### config.mk
export PLATFORM = sky130hd
export DESIGN_NAME = dual_cmp_timer
export DESIGN_NICKNAME = d
export VERILOG_FILES = /design/src/rtl/dct_pkg.sv /design/src/rtl/dct_divider.sv /design/src/rtl/dct_tick_gen.sv /design/src/rtl/dct_ctrl.sv /design/src/rtl/dct_datapath.sv /design/src/rtl/dual_cmp_timer.sv
export SDC_FILE = /design/constraint.sdc
export NUM_CORES = 1
export LEC_CHECK = 0
export BUFFER_PORTS_ARGS = -buffer_cell sky130_fd_sc_hd__buf_2
export CORE_ASPECT_RATIO = 0.9
export CORE_MARGIN = 2
export CORE_UTILIZATION = 48
export CTS_CLUSTER_SIZE = 14
export DETAILED_ROUTE_END_ITERATION = 6
export PLACE_DENSITY = 0.75
export REMOVE_ABC_BUFFERS = 1
export SKIP_LAST_GASP = 1
export SLEW_MARGIN = 10
export SYNTH_ARGS = -nofsm -noshare
export SYNTH_HDL_FRONTEND = slang
export SYNTH_SLANG_ARGS = --single-unit
export TNS_END_PERCENT = 20
### constraint.sdc
create_clock -name clk -period 1.6 [get_ports clk]
set_input_delay 0 -clock clk [delete_from_list [all_inputs] [get_ports clk]]
set_output_delay 0 -clock clk [all_outputs]
set_load 0.005 [all_outputs]
### src/rtl/dct_pkg.sv
package dct_pkg;
  typedef struct packed {
    logic cntTick;   // advance the count this edge
    logic cntClr;    // restart the count this edge
    logic outReset;  // force output level to idle
  } dct_strobe_t;

  localparam logic [2:0] SEL_SYS4 = 3'b000;
  localparam logic [2:0] SEL_SYS  = 3'b001;
  localparam logic [2:0] SEL_HS16 = 3'b010;
  localparam logic [2:0] SEL_HS64 = 3'b011;
  localparam logic [2:0] SEL_TB   = 3'b100;
  localparam logic [2:0] SEL_EXT  = 3'b111;

  localparam logic [1:0] ACT_KEEP = 2'b00;
  localparam logic [1:0] ACT_LOW  = 2'b01;
  localparam logic [1:0] ACT_HIGH = 2'b10;
  localparam logic [1:0] ACT_TOGL = 2'b11;
endpackage

### src/rtl/dct_divider.sv
module dct_divider #(
  parameter int DIV = 4,
  localparam int DIV_W = (DIV > 1) ? $clog2(DIV) : 1
) (
  input  logic clk,
  input  logic rst_n,
  input  logic restart,
  input  logic inTick,
  output logic outTick
);
  logic [DIV_W-1:0] divCnt;
  logic atTop;

  assign atTop   = (divCnt == DIV_W'(DIV - 1));
  assign outTick = inTick && atTop;

  always_ff @(posedge clk or negedge rst_n) begin
    if (!rst_n)              divCnt <= '0;
    else if (restart)        divCnt <= '0;
    else if (inTick) begin
      if (atTop)             divCnt <= '0;
      else                   divCnt <= divCnt + 1'b1;
    end
  end

  generate
    if (DIV > 1) begin : g_spacing
      // a divided pulse is never followed directly by another
      p_div_spacing_r4: assert property (@(posedge clk) disable iff (!rst_n)
        outTick |=> !outTick);
    end
  endgenerate
endmodule

### src/rtl/dct_tick_gen.sv
module dct_tick_gen #(
  parameter int SYS_DIV  = 4,
  parameter int HS_DIV_A = 16,
  parameter int HS_DIV_B = 64
) (
  input  logic       clk,
  input  logic       rst_n,
  input  logic       restart,
  input  logic [2:0] clkSel,
  input  logic       hsTick,
  input  logic       tbTick,
  input  logic       extClkPin,
  output logic       srcTick
);
  import dct_pkg::*;

  localparam int NUM_DIV = 3;
  localparam int DIVS [NUM_DIV] = '{SYS_DIV, HS_DIV_A, HS_DIV_B};

  logic [NUM_DIV-1:0] divIn;
  logic [NUM_DIV-1:0] divOut;
  logic extS1, extS2, extPrev, extPulse;

  assign divIn = {hsTick, hsTick, 1'b1};

  generate
    for (genvar i = 0; i < NUM_DIV; i++) begin : g_div
      dct_divider #(.DIV(DIVS[i])) div_i (
        .clk    (clk),
        .rst_n  (rst_n),
        .restart(restart),
        .inTick (divIn[i]),
        .outTick(divOut[i])
      );
    end
  endgenerate

  always_ff @(posedge clk or negedge rst_n) begin
    if (!rst_n) begin
      extS1   <= 1'b0;
      extS2   <= 1'b0;
      extPrev <= 1'b0;
    end else begin
      extS1   <= extClkPin;
      extS2   <= extS1;
      extPrev <= extS2;
    end
  end
  assign extPulse = extS2 && !extPrev;

  always_comb begin
    unique case (clkSel)
      SEL_SYS4: srcTick = divOut[0];
      SEL_SYS:  srcTick = 1'b1;
      SEL_HS16: srcTick = divOut[1];
      SEL_HS64: srcTick = divOut[2];
      SEL_TB:   srcTick = tbTick;
      SEL_EXT:  srcTick = extPulse;
      default:  srcTick = 1'b0;
    endcase
  end

  // an external step pulse lasts a single cycle
  p_ext_single_r5: assert property (@(posedge clk) disable iff (!rst_n)
    extPulse |=> !extPulse);
endmodule

### src/rtl/dct_ctrl.sv
module dct_ctrl (
  input  logic                 clk,
  input  logic                 rst_n,
  input  logic                 ctlEnable,
  input  logic                 ctlPause,
  input  logic                 srcTick,
  output logic                 restart,
  output dct_pkg::dct_strobe_t strobe
);
  logic enPrev;

  always_ff @(posedge clk or negedge rst_n) begin
    if (!rst_n) enPrev <= 1'b0;
    else        enPrev <= ctlEnable;
  end

  assign restart         = ctlEnable && !enPrev;
  assign strobe.cntClr   = restart;
  assign strobe.cntTick  = ctlEnable && enPrev && !ctlPause && srcTick;
  assign strobe.outReset = !ctlEnable;

  // a restart can only follow a cycle with the enable low
  p_restart_edge_r2: assert property (@(posedge clk) disable iff (!rst_n)
    restart |=> !restart);
endmodule

### src/rtl/dct_datapath.sv
module dct_datapath #(
  parameter int CNT_W = 10,
  parameter int PER_W = 3,
  localparam int LOW_W = CNT_W - PER_W
) (
  input  logic                 clk,
  input  logic                 rst_n,
  input  dct_pkg::dct_strobe_t strobe,
  input  logic                 clrSel,
  input  logic [1:0]           outAct,
  input  logic                 polarity,
  input  logic [PER_W-1:0]     perValue,
  input  logic [CNT_W-1:0]     dutyValue,
  output logic [CNT_W-1:0]     cntValue,
  output logic                 perFlag,
  output logic                 dutyFlag,
  output logic                 pin0,
  output logic                 pin1
);
  import dct_pkg::*;

  logic [CNT_W-1:0] cntQ;
  logic perHit, dutyHit, clearHit, outState;

  assign perHit   = (perValue != '0) && (cntQ[CNT_W-1:LOW_W] == perValue)
                    && (cntQ[LOW_W-1:0] == '0);
  assign dutyHit  = (cntQ == dutyValue);
  assign clearHit = clrSel ? dutyHit : perHit;

  always_ff @(posedge clk or negedge rst_n) begin
    if (!rst_n)              cntQ <= '0;
    else if (strobe.cntClr)  cntQ <= '0;
    else if (strobe.cntTick) cntQ <= clearHit ? '0 : cntQ + 1'b1;
  end

  always_ff @(posedge clk or negedge rst_n) begin
    if (!rst_n) begin
      perFlag  <= 1'b0;
      dutyFlag <= 1'b0;
    end else begin
      perFlag  <= strobe.cntTick && perHit;
      dutyFlag <= strobe.cntTick && dutyHit;
    end
  end

  always_ff @(posedge clk or negedge rst_n) begin
    if (!rst_n)                          outState <= 1'b0;
    else if (strobe.outReset)            outState <= 1'b0;
    else if (strobe.cntTick && dutyHit) begin
      unique case (outAct)
        ACT_LOW:  outState <= 1'b0;
        ACT_HIGH: outState <= 1'b1;
        ACT_TOGL: outState <= !outState;
        default:  outState <= outState;
      endcase
    end
  end

  assign cntValue = cntQ;
  assign pin0     = outState ^ polarity;
  assign pin1     = !pin0;

  p_restart_zero_r2: assert property (@(posedge clk) disable iff (!rst_n)
    strobe.cntClr |=> (cntValue == '0));
  p_out_idle_r2: assert property (@(posedge clk) disable iff (!rst_n)
    strobe.outReset |=> (pin0 == polarity));
  p_hold_r3: assert property (@(posedge clk) disable iff (!rst_n)
    (!strobe.cntTick && !strobe.cntClr) |=> $stable(cntValue));
  p_wrap_r6: assert property (@(posedge clk) disable iff (!rst_n)
    (strobe.cntTick && !strobe.cntClr && (cntQ == '1)) |=> (cntValue == '0));
  p_per_clear_r7: assert property (@(posedge clk) disable iff (!rst_n)
    (strobe.cntTick && !strobe.cntClr && !clrSel && perHit)
      |=> (cntValue == '0) && perFlag);
  p_duty_clear_r8: assert property (@(posedge clk) disable iff (!rst_n)
    (strobe.cntTick && !strobe.cntClr && clrSel && dutyHit)
      |=> (cntValue == '0) && dutyFlag);
  p_toggle_r9: assert property (@(posedge clk) disable iff (!rst_n)
    (strobe.cntTick && dutyHit && (outAct == ACT_TOGL) && !strobe.outReset)
      |=> (outState != $past(outState)));
endmodule

### src/rtl/dual_cmp_timer.sv
module dual_cmp_timer #(
  parameter int CNT_W    = 10,
  parameter int PER_W    = (CNT_W == 16) ? 8 : 3,
  parameter int SYS_DIV  = 4,
  parameter int HS_DIV_A = 16,
  parameter int HS_DIV_B = 64
) (
  input  logic             clk,
  input  logic             rst_n,
  input  logic             ctlEnable,
  input  logic             ctlPause,
  input  logic [2:0]       ctlClkSel,
  input  logic             ctlClrSel,
  input  logic [1:0]       ctlOutAct,
  input  logic             ctlPolarity,
  input  logic [PER_W-1:0] perValue,
  input  logic [CNT_W-1:0] dutyValue,
  input  logic             hsTick,
  input  logic             tbTick,
  input  logic             extClkPin,
  output logic [CNT_W-1:0] cntValue,
  output logic             perFlag,
  output logic             dutyFlag,
  output logic             outPin0,
  output logic             outPin1
);
  import dct_pkg::*;

  logic        srcTick;
  logic        restart;
  dct_strobe_t strobe;

  dct_tick_gen #(
    .SYS_DIV(SYS_DIV), .HS_DIV_A(HS_DIV_A), .HS_DIV_B(HS_DIV_B)
  ) tick_i (
    .clk(clk), .rst_n(rst_n), .restart(restart), .clkSel(ctlClkSel),
    .hsTick(hsTick), .tbTick(tbTick), .extClkPin(extClkPin),
    .srcTick(srcTick)
  );

  dct_ctrl ctrl_i (
    .clk(clk), .rst_n(rst_n), .ctlEnable(ctlEnable), .ctlPause(ctlPause),
    .srcTick(srcTick), .restart(restart), .strobe(strobe)
  );

  dct_datapath #(.CNT_W(CNT_W), .PER_W(PER_W)) dp_i (
    .clk(clk), .rst_n(rst_n), .strobe(strobe), .clrSel(ctlClrSel),
    .outAct(ctlOutAct), .polarity(ctlPolarity), .perValue(perValue),
    .dutyValue(dutyValue), .cntValue(cntValue), .perFlag(perFlag),
    .dutyFlag(dutyFlag), .pin0(outPin0), .pin1(outPin1)
  );
endmodule

==> impl_metrics.toml <==
[finish]
layout-drive-gt1-share = 0.441
areaGrowthSynthToFinish_pct = 46.6
mostFrequentLayoutCell = "buf_2"
nets = 302
num_antenna_cells = 0
final_cell_mix = "buf_2, buf_4, dfrtp_1"

[timing]
setup_ws_ns = -0.228
period_minus_slack_ns = 1.83
rsz0062_at_grt = "yes"
max_freq_mhz = 547
final.setup.tns_ns = -2.09
finalCritPeriodShare = 1.14
hold_viol = 0
final-max-slew-violation-count = 0
finClkSkew_ns = 0.00516
tightest_slew_ns = 0.680
setup_viol = 13
slew_headroom = 0.547

[synthesis]
yosysWarningCount = 0
ys.flop_type = "dfrtp_1"
syn_area_sq_mm = 0.00175
ys_seq_elements = 29
seq_area_frac_synth = 0.414
syn_area_per_cell_sq_um = 9.62
yosysUniqueCellTypes = 49
synth_cells = 182
synth_edf_count = 0
async_flop_share = 1.00

[pwr]
vdd_drop_max_mv = 0.680
pwr-share-clk = 0.308
p_int_mw = 1.42
p_comb_frac = 0.261
p_per_area_mw_per_mm2 = 777
power_frac_seq = 0.430
p_leak_nw = 1.21
power_switching_share = 0.288
p_switching_uw = 575

[critical_path]
max_stage_delay_ns = 0.44
endpoint = "dp_i.cntValue[9]$_DFFE_PN0P_"
r2r-start = "dp_i.cntValue[4]$_DFFE_PN0P_"
arrival_ns = 2.00
worst-path-buf-inv = 0
reg2reg_depth = 6
r2r_slack_ns = -0.23
cp_slowest_cell = "dfrtp_1"
cp-end-kind = "flip-flop"
cp_top_family = "simple AND/OR/NAND/NOR gates"
r2r-end = "dp_i.cntValue[9]$_DFFE_PN0P_"
crit_required_ns = 1.77
crit_fanout = 3
cp-startpoint = "dp_i.cntValue[4]$_DFFE_PN0P_"
cp.depth = 6
path_cells = "xnor2_1 > nand4_1 > nor4_4 > nor2_1 > a21oi_1 > o22ai_1"
worstSetupPathType = "reg2reg"
start_kind = "flip-flop"

[route]
firstDrtPassIters = 4
drcViolationCount = 0
drtAntennaViolNets = 0
drt_wl_total_um = 4890
vias = 1735
viasPerCell = 5.53
wl_per_cell_um = 15.6
drt_iter0_markers = 105

[grt]
grt_pass1_wl_um = 6910
grt.overflow.total = 0
use_met1 = 0.306
grt_pass1_vias = 1509
use_met2 = 0.361
top_usage_layer = "met2"
grt_antenna_before_repair = 0
grt_usage = 0.235
grt_max_degree = 30
use_met3 = 0.0603

[clock_tree]
path_clk_slew_ns = 0.06
cts_buffers = 5
cts.path.max_buffers = 2
root_buffer = "clkbuf_8"
cts.sinks = 29
worst_skew_pair.late_latency_ns = 0.28
cts_tree = "built"
htree_levels = 2

[place]
port_buffers = 40
hpwl_um = 3130
globalplace.congestion = 0.831
dp_slack_ns = -0.229

[run_status]
violations = "setup timing"
outcome = "finished, violations left"

[run]
timing.max_cap.violations = 0

[die]
num_rows = 20
initial_utilization = 0.511
io_pins = 41
die-area_sq_mm = 0.00415
dieHeight_um = 61.3
core-area_sq_mm = 0.00343
die_w_um = 67.7

[hold_path]
worstHoldStart = "ctlOutAct[0]"
hold_path.class = "in2reg"
[state kept, by name, summed over array words and instances, names as in the netlist]
signal	cells
tick_i.g_div.div_i.divCnt	12
dp_i.cntValue	10
ctrl_i.enPrev	1
dp_i.dutyFlag	1
dp_i.outState	1
dp_i.perFlag	1
tick_i.extPrev	1
tick_i.extS1	1
tick_i.extS2	1
[cell families after synthesis]
logic type / Yosys count / synth area share
xor gates and xnor gates: 21 / 0.105
and+or+nand+nor: 82 / 0.271
AOI/OAI and AO/OA: 31 / 0.131
DFF: 29 / 0.414
muxes: 2 / 0.0114
adders and majority gates: 5 / 0.0357
buffers and inverters: 12 / 0.0314
[area by class of cell]
| class | instances | area, sq um |
|---|---|---|
| inverters | 8 | 30.0 |
| well taps | 44 | 55.1 |
| repair buffers | 85 | 559 |
| multi-input cells | 141 | 1110 |
| fillers | 228 | 860 |
| flip-flops and latches | 29 | 727 |
| clock buffers | 7 | 86.3 |
[tightest hold or removal path: cells and delay by family]
kind,cells,cell delay (ns)
AO/OA/AOI/OAI,2,0.18
AND/OR/NAND/NOR,1,0.04
buffers and inverters,1,0.09
[metal layers]
layer | wire, um | vias up
li1 | - | 821
met1 | 2120 | 843
met2 | 2380 | 56
met3 | 260 | 15
met4 | 136 | 0
met5 | 0 | -
[Yosys cell counts, types with 2 or more instances]
master / instances / area [sq um]
nand2b_4: 2 / 27.5
o21ai_1: 3 / 15.0
nand3b_1: 2 / 15.0
nand4_1: 6 / 37.5
ha_1: 5 / 62.6
xnor2_1: 17 / 149
o22ai_1: 3 / 18.8
mux2i_1: 2 / 20.0
or2_2: 2 / 12.5
and2_1: 3 / 18.8
nand3_1: 7 / 35.0
nor2b_1: 3 / 18.8
o2111ai_1: 2 / 17.5
a21oi_1: 7 / 35.0
inv_1: 8 / 30.0
nand2_1: 14 / 52.6
and3_1: 4 / 25.0
o21ai_0: 5 / 25.0
nand2b_1: 2 / 12.5
nor2_1: 17 / 63.8
dfrtp_1: 29 / 726
nor3_1: 8 / 40.0
buf_2: 2 / 10.0
xor2_1: 4 / 35.0
[worst min-delay path by stage]
stage                                                   to  cells after the start  slack (ns)
5_1_grt                          dp_i.outState$_DFFE_PN0P_                      4         0.1
6_report                         dp_i.outState$_DFFE_PN0P_                      4        0.08
2_1_floorplan                      ctrl_i.enPrev$_DFF_PN0_                      0       -0.30
4_1_cts                          dp_i.outState$_DFFE_PN0P_                      4        0.08
3_3_place_gp   tick_i.g_div[1].div_i.divCnt[0]$_DFFE_PN0P_                      1        0.06
3_5_place_dp   tick_i.g_div[1].div_i.divCnt[0]$_DFFE_PN0P_                      1        0.07
[what timing repair did]
| item | CTS | global route |
|---|---|---|
| hold buffers | 4 | 0 |
| setup buffers | 3 | 1 |
| pin swaps | 12 | 7 |
| resized for setup | 15 | 12 |
| setup endpoints to repair | 12 | 13 |
| hold endpoints to repair | 32 | 0 |
[stage by stage]
stage / cells / power (mW) / cell area [sq um] / hold slack [ns] / utilization
2_1_floorplan: 178 / 1.07 / 1730 / -0.296 / -
3_3_place_gp: 299 / 1.27 / 2260 / 0.0633 / 0.659
3_5_place_dp: 299 / 1.28 / 2260 / 0.0694 / 0.659
4_1_cts: 313 / 1.92 / 2490 / 0.0757 / 0.727
5_1_grt: 314 / 2.09 / 2570 / 0.0958 / 0.749
6_report: 314 / 1.99 / 2570 / 0.0781 / 0.749
[power groups by stage]
stage | Sequential (mW) | Clock [mW] | Combinational [mW]
after detailed placement | 0.859 | 0 | 0.424
after CTS | 0.846 | 0.617 | 0.455
after global placement | 0.855 | 0 | 0.412
after floorplan | 0.870 | 0 | 0.198
after global routing | 0.867 | 0.646 | 0.578
final | 0.858 | 0.615 | 0.521
(Power assumes the default switching activity.)
